**src/rtl/intr_agg_pkg.sv**
```systemverilog
package intr_agg_pkg;

   localparam int CAUSE_W = 3;
   localparam int SRC_W   = 6;

   // source vector bit positions, highest priority first
   localparam int SRC_LINE  = 0;
   localparam int SRC_RXRDY = 1;
   localparam int SRC_RXTMO = 2;
   localparam int SRC_TXEMP = 3;
   localparam int SRC_MODEM = 4;
   localparam int SRC_TIMER = 5;

   typedef enum logic [CAUSE_W-1:0] {
      CZ_NONE  = 3'b000,
      CZ_LINE  = 3'b001,
      CZ_RXRDY = 3'b010,
      CZ_RXTMO = 3'b011,
      CZ_TXEMP = 3'b100,
      CZ_MODEM = 3'b101,
      CZ_TIMER = 3'b111
   } cause_e;

endpackage

```
**src/rtl/intr_cause_enc.sv**
```systemverilog
module intr_cause_enc
   import intr_agg_pkg::*;
(
   input  logic             pend_i,
   input  logic [SRC_W-1:0] src_i,
   output logic [CAUSE_W-1:0] cause_o
);

   cause_e code;

   always_comb begin
      code = CZ_NONE;
      if (pend_i) begin
         if      (src_i[SRC_LINE])  code = CZ_LINE;
         else if (src_i[SRC_RXRDY]) code = CZ_RXRDY;
         else if (src_i[SRC_RXTMO]) code = CZ_RXTMO;
         else if (src_i[SRC_TXEMP]) code = CZ_TXEMP;
         else if (src_i[SRC_MODEM]) code = CZ_MODEM;
         else if (src_i[SRC_TIMER]) code = CZ_TIMER;
         else                       code = CZ_NONE;
      end
   end

   assign cause_o = code;

endmodule

```
**src/rtl/intr_live_stage.sv**
```systemverilog
module intr_live_stage
   import intr_agg_pkg::*;
#(
   parameter int NUM_CH = 8,
   localparam int FIELD_W = NUM_CH * CAUSE_W
)(
   input  logic               clk_i,
   input  logic               rst_ni,
   input  logic [NUM_CH-1:0]  pend_i,
   input  logic [FIELD_W-1:0] cause_i,
   output logic [NUM_CH-1:0]  pend_q_o,
   output logic [FIELD_W-1:0] cause_q_o,
   output logic               irq_oe_o
);

   logic [NUM_CH-1:0]  pend_q;
   logic [FIELD_W-1:0] cause_q;

   always_ff @(posedge clk_i or negedge rst_ni) begin
      if (!rst_ni) begin
         pend_q  <= '0;
         cause_q <= '0;
      end else begin
         pend_q  <= pend_i;
         cause_q <= cause_i;
      end
   end

   assign pend_q_o  = pend_q;
   assign cause_q_o = cause_q;
   assign irq_oe_o  = |pend_q;

   // enable follows the sampled flags one clock later
   a_r6_irq_rise: assert property (@(posedge clk_i) disable iff (!rst_ni)
      (|pend_i) |=> irq_oe_o);
   a_r6_irq_fall: assert property (@(posedge clk_i) disable iff (!rst_ni)
      !(|pend_i) |=> !irq_oe_o);

   for (genvar n = 0; n < NUM_CH; n++) begin : g_chk
      // idle channel carries no cause
      a_r5_idle_zero: assert property (@(posedge clk_i) disable iff (!rst_ni)
         !pend_q[n] |-> (cause_q[n*CAUSE_W +: CAUSE_W] == CZ_NONE));
      // unused code value never reaches the field
      a_r3_no_code6: assert property (@(posedge clk_i) disable iff (!rst_ni)
         cause_q[n*CAUSE_W +: CAUSE_W] != 3'b110);
   end

endmodule

```
**src/rtl/intr_snap_read.sv**
```systemverilog
module intr_snap_read #(
   parameter int NUM_CH  = 8,
   parameter int CAUSE_W = 3,
   parameter int DATA_W  = 8,
   parameter int N_REGS  = 4,
   localparam int ADDR_W  = $clog2(N_REGS),
   localparam int FIELD_W = NUM_CH * CAUSE_W,
   localparam int FLAT_W  = N_REGS * DATA_W
)(
   input  logic               clk_i,
   input  logic               rst_ni,
   input  logic [NUM_CH-1:0]  pend_i,
   input  logic [FIELD_W-1:0] cause_i,
   input  logic               rd_en_i,
   input  logic [ADDR_W-1:0]  rd_addr_i,
   output logic [DATA_W-1:0]  rd_data_o
);

   logic [FLAT_W-1:0] live_flat;
   logic [DATA_W-1:0] live_b [N_REGS];
   logic [DATA_W-1:0] snap_b [N_REGS];
   logic              snap_vld;
   logic              capture;
   logic [DATA_W-1:0] rd_q;

   assign live_flat = {(FLAT_W-DATA_W)'(cause_i), DATA_W'(pend_i)};

   for (genvar i = 0; i < N_REGS; i++) begin : g_byte
      assign live_b[i] = live_flat[i*DATA_W +: DATA_W];

      always_ff @(posedge clk_i or negedge rst_ni) begin
         if (!rst_ni)      snap_b[i] <= '0;
         else if (capture) snap_b[i] <= live_b[i];
      end

      // snapshot changes only on a capturing read
      a_r8_snap_hold: assert property (@(posedge clk_i) disable iff (!rst_ni)
         !capture |=> $stable(snap_b[i]));
   end

   assign capture = rd_en_i && ((rd_addr_i == '0) || !snap_vld);

   always_ff @(posedge clk_i or negedge rst_ni) begin
      if (!rst_ni) begin
         snap_vld <= 1'b0;
         rd_q     <= '0;
      end else if (rd_en_i) begin
         snap_vld <= 1'b1;
         rd_q     <= capture ? live_b[rd_addr_i] : snap_b[rd_addr_i];
      end
   end

   assign rd_data_o = rd_q;

   // an address-0 read returns the pending map seen at the strobe
   a_r2_map_read: assert property (@(posedge clk_i) disable iff (!rst_ni)
      (rd_en_i && rd_addr_i == '0) |=> rd_data_o == DATA_W'($past(pend_i)));
   // idle bus keeps the data
   a_r10_hold: assert property (@(posedge clk_i) disable iff (!rst_ni)
      !rd_en_i |=> $stable(rd_data_o));

endmodule

```
**src/rtl/intr_summary_agg.sv**
```systemverilog
module intr_summary_agg
   import intr_agg_pkg::*;
#(
   parameter int NUM_CH = 8,
   parameter int DATA_W = 8,
   parameter int N_REGS = 4,
   localparam int ADDR_W  = $clog2(N_REGS),
   localparam int FIELD_W = NUM_CH * CAUSE_W
)(
   input  logic                     clk_i,
   input  logic                     rst_ni,
   input  logic [NUM_CH-1:0]        ch_pend_i,
   input  logic [NUM_CH*SRC_W-1:0]  ch_src_i,
   input  logic                     rd_en_i,
   input  logic [ADDR_W-1:0]        rd_addr_i,
   output logic [DATA_W-1:0]        rd_data_o,
   output logic                     irq_oe_o,
   output logic                     irq_line_o
);

   if (NUM_CH < 1 || NUM_CH > DATA_W) begin : g_bad_ch
      $error("NUM_CH must lie in 1..DATA_W");
   end
   if (FIELD_W > (N_REGS-1)*DATA_W) begin : g_bad_field
      $error("packed cause field does not fit the summary registers");
   end

   logic [FIELD_W-1:0] cause_live;
   logic [NUM_CH-1:0]  pend_q;
   logic [FIELD_W-1:0] cause_q;
   logic               irq_oe;

   for (genvar n = 0; n < NUM_CH; n++) begin : g_enc
      intr_cause_enc u_enc (
         .pend_i  (ch_pend_i[n]),
         .src_i   (ch_src_i[n*SRC_W +: SRC_W]),
         .cause_o (cause_live[n*CAUSE_W +: CAUSE_W])
      );
   end

   intr_live_stage #(.NUM_CH(NUM_CH)) u_live (
      .clk_i     (clk_i),
      .rst_ni    (rst_ni),
      .pend_i    (ch_pend_i),
      .cause_i   (cause_live),
      .pend_q_o  (pend_q),
      .cause_q_o (cause_q),
      .irq_oe_o  (irq_oe)
   );

   intr_snap_read #(
      .NUM_CH  (NUM_CH),
      .CAUSE_W (CAUSE_W),
      .DATA_W  (DATA_W),
      .N_REGS  (N_REGS)
   ) u_rd (
      .clk_i     (clk_i),
      .rst_ni    (rst_ni),
      .pend_i    (pend_q),
      .cause_i   (cause_q),
      .rd_en_i   (rd_en_i),
      .rd_addr_i (rd_addr_i),
      .rd_data_o (rd_data_o)
   );

   assign irq_oe_o   = irq_oe;
   assign irq_line_o = irq_oe ? 1'b0 : 1'b1;

   // pin is low only while the driver is enabled
   a_r6_pin_low: assert property (@(posedge clk_i) disable iff (!rst_ni)
      irq_oe_o |-> !irq_line_o);
   a_r6_pin_high: assert property (@(posedge clk_i) disable iff (!rst_ni)
      !irq_oe_o |-> irq_line_o);

endmodule

```
**config.mk**
```make
export PLATFORM = sky130hd
export DESIGN_NAME = intr_summary_agg
export DESIGN_NICKNAME = d
export VERILOG_FILES = /design/src/rtl/intr_agg_pkg.sv /design/src/rtl/intr_cause_enc.sv /design/src/rtl/intr_live_stage.sv /design/src/rtl/intr_snap_read.sv /design/src/rtl/intr_summary_agg.sv
export SDC_FILE = /design/constraint.sdc
export NUM_CORES = 1
export LEC_CHECK = 0
export ABC_CLOCK_PERIOD_IN_PS = 2000
export BUFFER_PORTS_ARGS = -buffer_cell sky130_fd_sc_hd__buf_2
export CAP_MARGIN = 10
export CORE_MARGIN = 1.5
export CORE_UTILIZATION = 25
export DETAILED_ROUTE_END_ITERATION = 12
export SYNTH_ARGS = -nofsm -noshare
export SYNTH_HDL_FRONTEND = slang
export SYNTH_HIERARCHICAL = 1
export SYNTH_SLANG_ARGS = --single-unit
```
**constraint.sdc**
```tcl
create_clock -name clk_i -period 2 [get_ports clk_i]
set_input_delay 0.1 -clock clk_i [delete_from_list [all_inputs] [get_ports clk_i]]
set_output_delay 0.1 -clock clk_i [all_outputs]
set_load 0.05 [all_outputs]
```
Word level (Yosys, flattened, before mapping)

Cells that the tools add are included.

Register bits after elaboration: 73
Bits of input ports: 61
Output and inout port bits: 10

Order comparisons: 1
Muxes and demuxes: 64
Bitwise gates (word level): 1
Reductions and logical operators: 5

Operators with widths:

| operator                                    | number |
|---|---|
| 3-bit two-way mux                           | 56 |
| 8-bit two-way mux                           | 5 |
| 8-bit binary-select mux with 2-bit select   | 2 |
| 8-bit OR reduction                          | 1 |
| 3-bit >= comparator (second input constant) | 1 |
| 2-bit inverter with 3-bit output            | 1 |
| 2-bit logical NOT                           | 1 |
| 1-bit logical AND                           | 1 |
| 1-bit logical NOT                           | 1 |
| 1-bit logical OR                            | 1 |
| 1-bit two-way mux                           | 1 |

Longest topological paths before layout

Gate-level depths: netlist of run 1.

Depth after elaboration: 7
Depth in mapped cells: 6
Gate-level depth less buffers: 3

Cells and area by module

Netlist of run 1, hierarchy kept.

Modules (own cells, without submodules):

| module           | instances | cells an instance | area each (µm²) | sequential area each (µm²) |
|---|---|---|---|---|
| intr_snap_read   | 1         | 128               | 1780.5          | 875.8 |
| intr_live_stage  | 1         | 35                | 817.0           | 800.8 |
| intr_cause_enc   | 8         | 9                 | 61.3            | 0.0 |
| intr_summary_agg | 1         | 1                 | 3.8             | 0.0 |

Worst setup path after synthesis of run 1

Ideal clock, no wire load.

Kind: register to output
Start: register u_live.pend_q[5] (netlist: u_live/pend_q_o[5])
End: output port irq_line_o
Arrival: 1.403 ns
Data required time: 1.900 ns
Path slack: 0.497 ns
Cell stages (with the launch flop): 4
Buffers on the path: 0
Cell sequence: dfrtp_1 -> nor4_1 -> nand2_1 -> inv_1

Word-level cells in the longest chain between the ends: 2

RTL lines:

| item                     | line                   | RTL |
|---|---|---|
| start: declaration       | intr_live_stage.sv:16  | `logic [NUM_CH-1:0] pend_q;` |
| start signal: assignment | intr_live_stage.sv:24  | `pend_q <= pend_i;` |
| 8-bit OR reduction       | intr_live_stage.sv:31  | `assign irq_oe_o = \|pend_q;` |
| net irq_oe_o             | intr_summary_agg.sv:17 | `output logic irq_oe_o,` |
| 1-bit two-way mux        | intr_summary_agg.sv:67 | `assign irq_line_o = irq_oe ? 1'b0 : 1'b1;` |
| end: declaration         | intr_summary_agg.sv:18 | `output logic irq_line_o` |

The timed path passes the listed nets, and every way through them passes these cells.

Final worst setup path of run 1

Start: register u_live.pend_q[5] (netlist: u_live/pend_q_o[5])
End: output port irq_line_o

Word-level cells in the longest chain between the ends: 2

RTL lines:

| item               | line |
|---|---|
| 8-bit OR reduction | intr_live_stage.sv:31 |
| 1-bit two-way mux  | intr_summary_agg.sv:67 |

No other way between the ends.

==> flow_summary.yaml, run 1 <==
outcome:
  outcome: "completed"
clock_network:
  post_cts_buffers: 0
  cts_tree: "built"
  cts_buffers: 9
  post_cts_resized: 0
  htreeDepth: 3
  clock_sinks: 67
  clk_pin_slew_worst_paths_ps: 50
  clk_path_buf_depth: 2
  insertion_delay_ps: 330
  cts_root_buf: "clkbuf_16"
critical_path:
  rrSetupSlack_ps: 510
  crit_path_end: "irq_line_o"
  critPathKind: "reg2out"
  arrival_ps: 1530
  cp_cell_sequence: "nor4_1, nand2_1, inv_1, buf_2"
  slowest_stage: "dfrtp_1"
  cp_max_fo: 2
  r2r-start: "u_live/pend_q_o[0]$_DFF_PN0_"
  startpoint_type: "flop"
  ff2ff_path_depth: 3
  worstReg2RegEnd: "u_rd/rd_data_o[0]$_DFFE_PN0P_"
  cpPeakStageDelay_ps: 410
  cp-end-kind: "primary output"
  critPathLaunch: "u_live/pend_q_o[5]$_DFF_PN0_"
  cp.required_ps: 1900
routing:
  via_per_inst: 4.496
  vias: 2293
  ant_nets: 0
  route.detailed.drc: 0
  first_pass_iters: 4
  dr.first_iter.drc_count: 62
  wire_per_inst_um: 13.64
  wirelength_um: 6955
cells_and_area:
  layout.nets: 398
  area_growth_pct: 37.64
  final_layout_size_suffix_gt1_frac: 0.3860
  fillerInstances: 1171
  multi_input_area_sq_mm: 0.001339
  final_cells: 510
  seq_area_sq_mm: 0.001677
  antenna_cells: 0
power:
  p_total_mw: 3.913
  p_per_area_mw_per_mm2: 919.6
  ir_drop_mv: 0.4477
  leakage_nw: 2.012
flow_run:
  cap_violations: 0
floorplanning:
  dieArea_sq_mm: 0.01304
  core-area_sq_mm: 0.01206
  num_rows: 40
  initial_utilization: 0.2563
  io_pins: 71
  die_y_um: 114.2
  chipWidth_um: 114.2
sta:
  hold_viol_final: 0
  fmax_ghz: 0.6145
  rsz0062_at_grt: "no"
  fin_crit_sh: 0.8137
  post-route-min-period_ps: 1627
  maxSlewHeadroom: 0.5830
  fin_tns_setup_ps: 0
  fin_ws_ps: 372.6
  whs_ps: 53.80
  clock_skew_ps: 4.748
  setup_violations: 0
  slew_viol_final: 0
  tightestPinTransition_ps: 625.5
placed_design:
  io_buffers: 70
  routabilityCongestion: 0.8194
  pre_cts_ws_ps: 369.6
  dp.cells: 469
  hpwl_um: 5212
global_routing:
  grt_first_pass_wirelength_um: 11120
  grt_pass1_vias: 2312
  grt_use_total: 0.1131
  grt_max_degree: 31
  antenna_found_initial: 0
  overflow: 0
yosys:
  ys_ff_latch: 67
  syn_avg_cell_area_sq_um: 13.10
  synth-seq-area-share: 0.5423
  synth.distinct_cells: 27
  synth_cells: 236
  synth_fp_nets: 297
  yosys_warnings: 6
  synth_area_sq_mm: 0.003092
hold_path:
  hold_start: "ch_src_i[36]"
  hold_class: "in2reg"
logic make-up (layout without fill, tap and decap cells):
group | count (synthesis) | count (layout) | share of synthesized area
and+or+nand+nor | 72 | 72 | 0.1295
muxes | 42 | 42 | 0.1955
buffers and inverters | 13 | 119 | 0.02469
AOI/OAI and AO/OA | 42 | 42 | 0.1081
DFF | 67 | 67 | 0.5423
cell usage after synthesis:
library cell  count  area, sq um
mux2i_1           6        60.06
and3_1            2        12.51
o21ba_2           8        80.08
nor2_1           17        63.81
clkbuf_1          2        7.510
a211o_1           6        52.55
inv_1             2        7.510
a21oi_1          11        55.05
nand2_2           1        6.260
mux4_1            7        183.9
nand2b_1         16        100.1
mux4_2            3        67.56
or2_2             1        6.260
dfrtp_1          67         1677
nor4_1           10        62.56
buf_2             7        35.03
nor3_1            8        40.04
a31oi_1           6        37.54
a311o_1           2        20.02
mux2_2           26        292.8
o311a_1           8        80.08
nor2b_1           2        12.51
o21ai_2           1        8.760
buf_8             1        15.01
buf_6             1        11.26
or3b_1            8        70.07
nand2_1           7        26.28
stage by stage:
stage	utilization	cell area [sq um]
2_1_floorplan	-	3092
3_3_place_gp	0.3029	3654
3_5_place_dp	0.3029	3654
4_1_cts	0.3528	4255
5_1_grt	0.3528	4255
6_report	0.3528	4255
sequential cells by signal, indices dropped and copies added, names as in the netlist:
signal and cells:
u_live/cause_q_o 24, u_live/pend_q_o 8, u_rd/rd_data_o 8, u_rd/snap_b 26, u_rd/snap_vld 1
worst max-delay path, delay by kind of cell (launching register included):
kind	cells	cell delay (ps)
buf+inv	2	320
flops	1	410
simple gates	2	470
metal layers:
metal,part of all wire,up-vias,GRT usage
li1,-,1095,-
met1,0.46,1123,0.1336
met2,0.47,58,0.1835
met3,0.037,17,0.02965
met4,0.037,0,0.07167
met5,0,-,0
power breakdown:
part | internal (mW) | total, mW | leakage (nW) | switching [mW]
logic | 0.262 | 0.537 | 0.996 | 0.275
clock network | 1.25 | 1.83 | 0.161 | 0.577
registers | 1.48 | 1.55 | 0.854 | 0.0683
total | 2.99 | 3.91 | 2.01 | 0.920
worst min path at each step:
stage,end,slack [ps],cells past startpoint
2_1_floorplan,u_live/cause_q_o[0]$_DFF_PN0_,-200,0
3_3_place_gp,u_rd/rd_data_o[7]$_DFFE_PN0P_,160,1
3_5_place_dp,u_rd/rd_data_o[7]$_DFFE_PN0P_,160,1
4_1_cts,u_live/cause_q_o[15]$_DFF_PN0_,40,2
5_1_grt,u_live/cause_q_o[18]$_DFF_PN0_,50,2
6_report,u_live/cause_q_o[18]$_DFF_PN0_,50,2
layout by cell type, fill, tap and decap left out, types with 3 or more instances in the layout:
| cell | Yosys | final |
|---|---|---|
| buf_2 | 7 | 70 |
| dfrtp_1 | 67 | 67 |
| mux2_2 | 26 | 26 |
| dlygate4sd3_1 | 0 | 25 |
| nor2_1 | 17 | 17 |
| nand2b_1 | 16 | 16 |
| a21oi_1 | 11 | 11 |
| nor4_1 | 10 | 10 |
| clkbuf_16 | 0 | 9 |
| or3b_1 | 8 | 8 |
| o21ba_2 | 8 | 8 |
| o311a_1 | 8 | 8 |
| nor3_1 | 8 | 8 |
| nand2_1 | 7 | 7 |
| mux4_1 | 7 | 7 |
| mux2i_1 | 6 | 6 |
| a211o_1 | 6 | 6 |
| a31oi_1 | 6 | 6 |
| buf_4 | 0 | 4 |
| bufinv_16 | 0 | 3 |
| clkinvlp_4 | 0 | 3 |
| mux4_2 | 3 | 3 |
cell type report:
type / count / area share
Clock inverter: 6 / 0.02646
Clock buffer: 10 / 0.05616
Multi-Input combinational cell: 156 / 0.3146
Sequential cell: 67 / 0.3940
Tap cell: 168 / 0.04940
Timing Repair Buffer: 101 / 0.1576
Inverter: 2 / 0.001764
repair_timing:
action / CTS / global route
setup endpoints to repair: 0 / 0
hold endpoints to repair: 41 / 0
hold buffers: 25 / 0
Power figures use the tool's default switching activity.
==> run 2, diff against run 1 <==
--- a/config.mk
+++ b/config.mk
@@ -5,7 +5,7 @@
 export SDC_FILE = /design/constraint.sdc
 export NUM_CORES = 1
 export LEC_CHECK = 0
-export ABC_CLOCK_PERIOD_IN_PS = 2000
+export ABC_CLOCK_PERIOD_IN_PS = 1700
 export BUFFER_PORTS_ARGS = -buffer_cell sky130_fd_sc_hd__buf_2
 export CAP_MARGIN = 10
 export CORE_MARGIN = 1.5
==> constraint.sdc (replaced) <==
create_clock -name clk_i -period 1.7 [get_ports clk_i]
set_input_delay 0.085 -clock clk_i [delete_from_list [all_inputs] [get_ports clk_i]]
set_output_delay 0.085 -clock clk_i [all_outputs]
set_load 0.05 [all_outputs]
==> run 2 against run 1 <==
Net effect:
- power grew 13%
- flip-flop and latch count did not move
- final cell count did not move
- utilization down 0.19 points
- sequential share of layout area rose by 0.21 points
- non-clock buffer count unchanged
- via count fell by 1.2%
- critical path depth is the same
- first-iteration DRC count increased by 37%
- critical endpoint unchanged
- largest cell class unchanged
==> flow_summary.yaml, run 2 (synthesis gave the netlist of run 1 again) <==
outcome:
  outcome: "completed"
clock_network:
  insertion_delay_ps: 330
  clk_path_buf_depth: 2
  post_cts_buffers: 0
  htreeDepth: 3
  holdBufCountCts: 25
  clk_pin_slew_worst_paths_ps: 50
  cts_buffers: 9
  clock_sinks: 67
  cts_root_buf: "clkbuf_16"
  cts_tree: "built"
  post_cts_resized: 0
critical_path:
  arrival_ps: 1540
  ff2ff_path_depth: 3
  cp-end-kind: "primary output"
  rrSetupSlack_ps: 200
  critPathKind: "reg2out"
  cp.required_ps: 1620
  startpoint_type: "flop"
  cp_max_fo: 2
  worstReg2RegEnd: "u_rd/rd_data_o[0]$_DFFE_PN0P_"
  r2r-start: "u_live/pend_q_o[0]$_DFF_PN0_"
hold_path:
  hold_path_end: "u_live/cause_q_o[4]$_DFF_PN0_"
  hold_class: "in2reg"
  hold_start: "ch_src_i[9]"
  min_delay_path_depth: 3
global_routing:
  grt_use_total: 0.1172
  overflow: 0
  grt_max_degree: 52
  grt_first_pass_wirelength_um: 11610
  antenna_found_initial: 0
  grt_pass1_vias: 2352
sta:
  post-route-min-period_ps: 1623
  fin_ws_ps: 76.70
  rsz0062_at_grt: "no"
  fmax_ghz: 0.6160
  clock_skew_ps: 4.693
  slew_viol_final: 0
  tightestPinTransition_ps: 409.8
  setup_violations: 0
  fin_crit_sh: 0.9549
  hold_viol_final: 0
  maxSlewHeadroom: 0.7268
  fin_tns_setup_ps: 0
flow_run:
  cap_violations: 0
placed_design:
  dp.cells: 469
  pre_cts_ws_ps: 146.7
  routabilityCongestion: 0.8231
  placed_area_sq_mm: 0.003654
  hpwl_um: 5359
  io_buffers: 70
power:
  ir_drop_mv: 0.3730
  p_per_area_mw_per_mm2: 1048
  leakage_nw: 2.009
cells_and_area:
  layout_commonest_cell: "buf_2"
  antenna_cells: 0
  area_growth_pct: 36.91
  final_util: 0.3509
  layout.nets: 398
  final_area_sq_mm: 0.004233
  final_cell_mix: "buf_2, dfrtp_1, mux2_2"
  regMostFlops: "u_rd/snap_b"
  final_cells: 510
  largest_reg_flops: 26
  final_layout_size_suffix_gt1_frac: 0.3830
routing:
  wire_per_inst_um: 13.81
  first_pass_iters: 4
  ant_nets: 0
  vias: 2266
  dr.first_iter.drc_count: 85
  route.detailed.drc: 0
  via_per_inst: 4.443
  wirelength_um: 7043
floorplanning:
  num_rows: 40
  dieArea_sq_mm: 0.01304
  io_pins: 71
  die_y_um: 114.2
  chipWidth_um: 114.2
  core-area_sq_mm: 0.01206
  initial_utilization: 0.2563
-- run 2: cell types whose count changed in the layout (fill, tap and decap cells not counted) --
cell | before | now
bufinv_16 | 3 | 2
clkbuf_1 | 0 | 1
clkbuf_8 | 1 | 2
clkinv_2 | 0 | 1
clkinvlp_4 | 3 | 1
-- run 2: per-layer routing --
| layer | up-vias | routed length (um) | share of wire | GRT usage |
|---|---|---|---|---|
| met3 | 10 | 204 | 0.029 | 0.02541 |
| met4 | 0 | 142 | 0.020 | 0.05833 |
| met1 | 1119 | 3288 | 0.47 | 0.1486 |
| met5 | - | 0 | 0 | 0 |
| met2 | 46 | 3406 | 0.48 | 0.1900 |
| li1 | 1091 | - | - | - |
-- run 2: layout make-up --
| type | instances | area (sq um) |
|---|---|---|
| Clock buffer | 12 | 256.5 |
| Tap cell | 168 | 210.2 |
| Sequential cell | 67 | 1677 |
| Inverter | 2 | 7.507 |
| Timing Repair Buffer | 101 | 670.6 |
| Fill cell | 1182 | 7829 |
| Multi-Input combinational cell | 156 | 1339 |
| Clock inverter | 4 | 72.57 |
-- run 2: worst max path at each step --
| stage | from | to | slack, ps | cells after the start |
|---|---|---|---|---|
| after global routing | u_live/pend_q_o[5]$_DFF_PN0_ | irq_line_o | 90 | 4 |
| after CTS | u_live/pend_q_o[5]$_DFF_PN0_ | irq_line_o | 100 | 4 |
| final | u_live/pend_q_o[5]$_DFF_PN0_ | irq_line_o | 80 | 4 |
| after detailed placement | rd_addr_i[0] | u_rd/rd_data_o[3]$_DFFE_PN0P_ | 150 | 4 |
| after floorplan | u_live/pend_q_o[5]$_DFF_PN0_ | irq_line_o | 210 | 3 |
| after global placement | rd_addr_i[0] | u_rd/rd_data_o[3]$_DFFE_PN0P_ | 190 | 4 |
-- run 2: report_power, final --
| part | total, mW | switching [mW] | internal [mW] |
|---|---|---|---|
| combinational | 0.631 | 0.322 | 0.309 |
| sequential | 1.83 | 0.0813 | 1.74 |
| clock | 1.98 | 0.621 | 1.36 |
-- run 2: worst max-delay path, cell delays in order, from the launching register on --
cell     delay [ps]
dfrtp_1         410
nor4_1          330
nand2_1         150
inv_1            70
buf_2           250
-- run 2: stage by stage --
| stage | hold slack (ps) | power [mW] |
|---|---|---|
| 2_1_floorplan | -210.6 | 2.204 |
| 3_3_place_gp | 35.19 | 2.432 |
| 3_5_place_dp | 37.14 | 2.454 |
| 4_1_cts | 36.10 | 4.491 |
| 5_1_grt | 41.77 | 4.642 |
| 6_report | 40.78 | 4.436 |
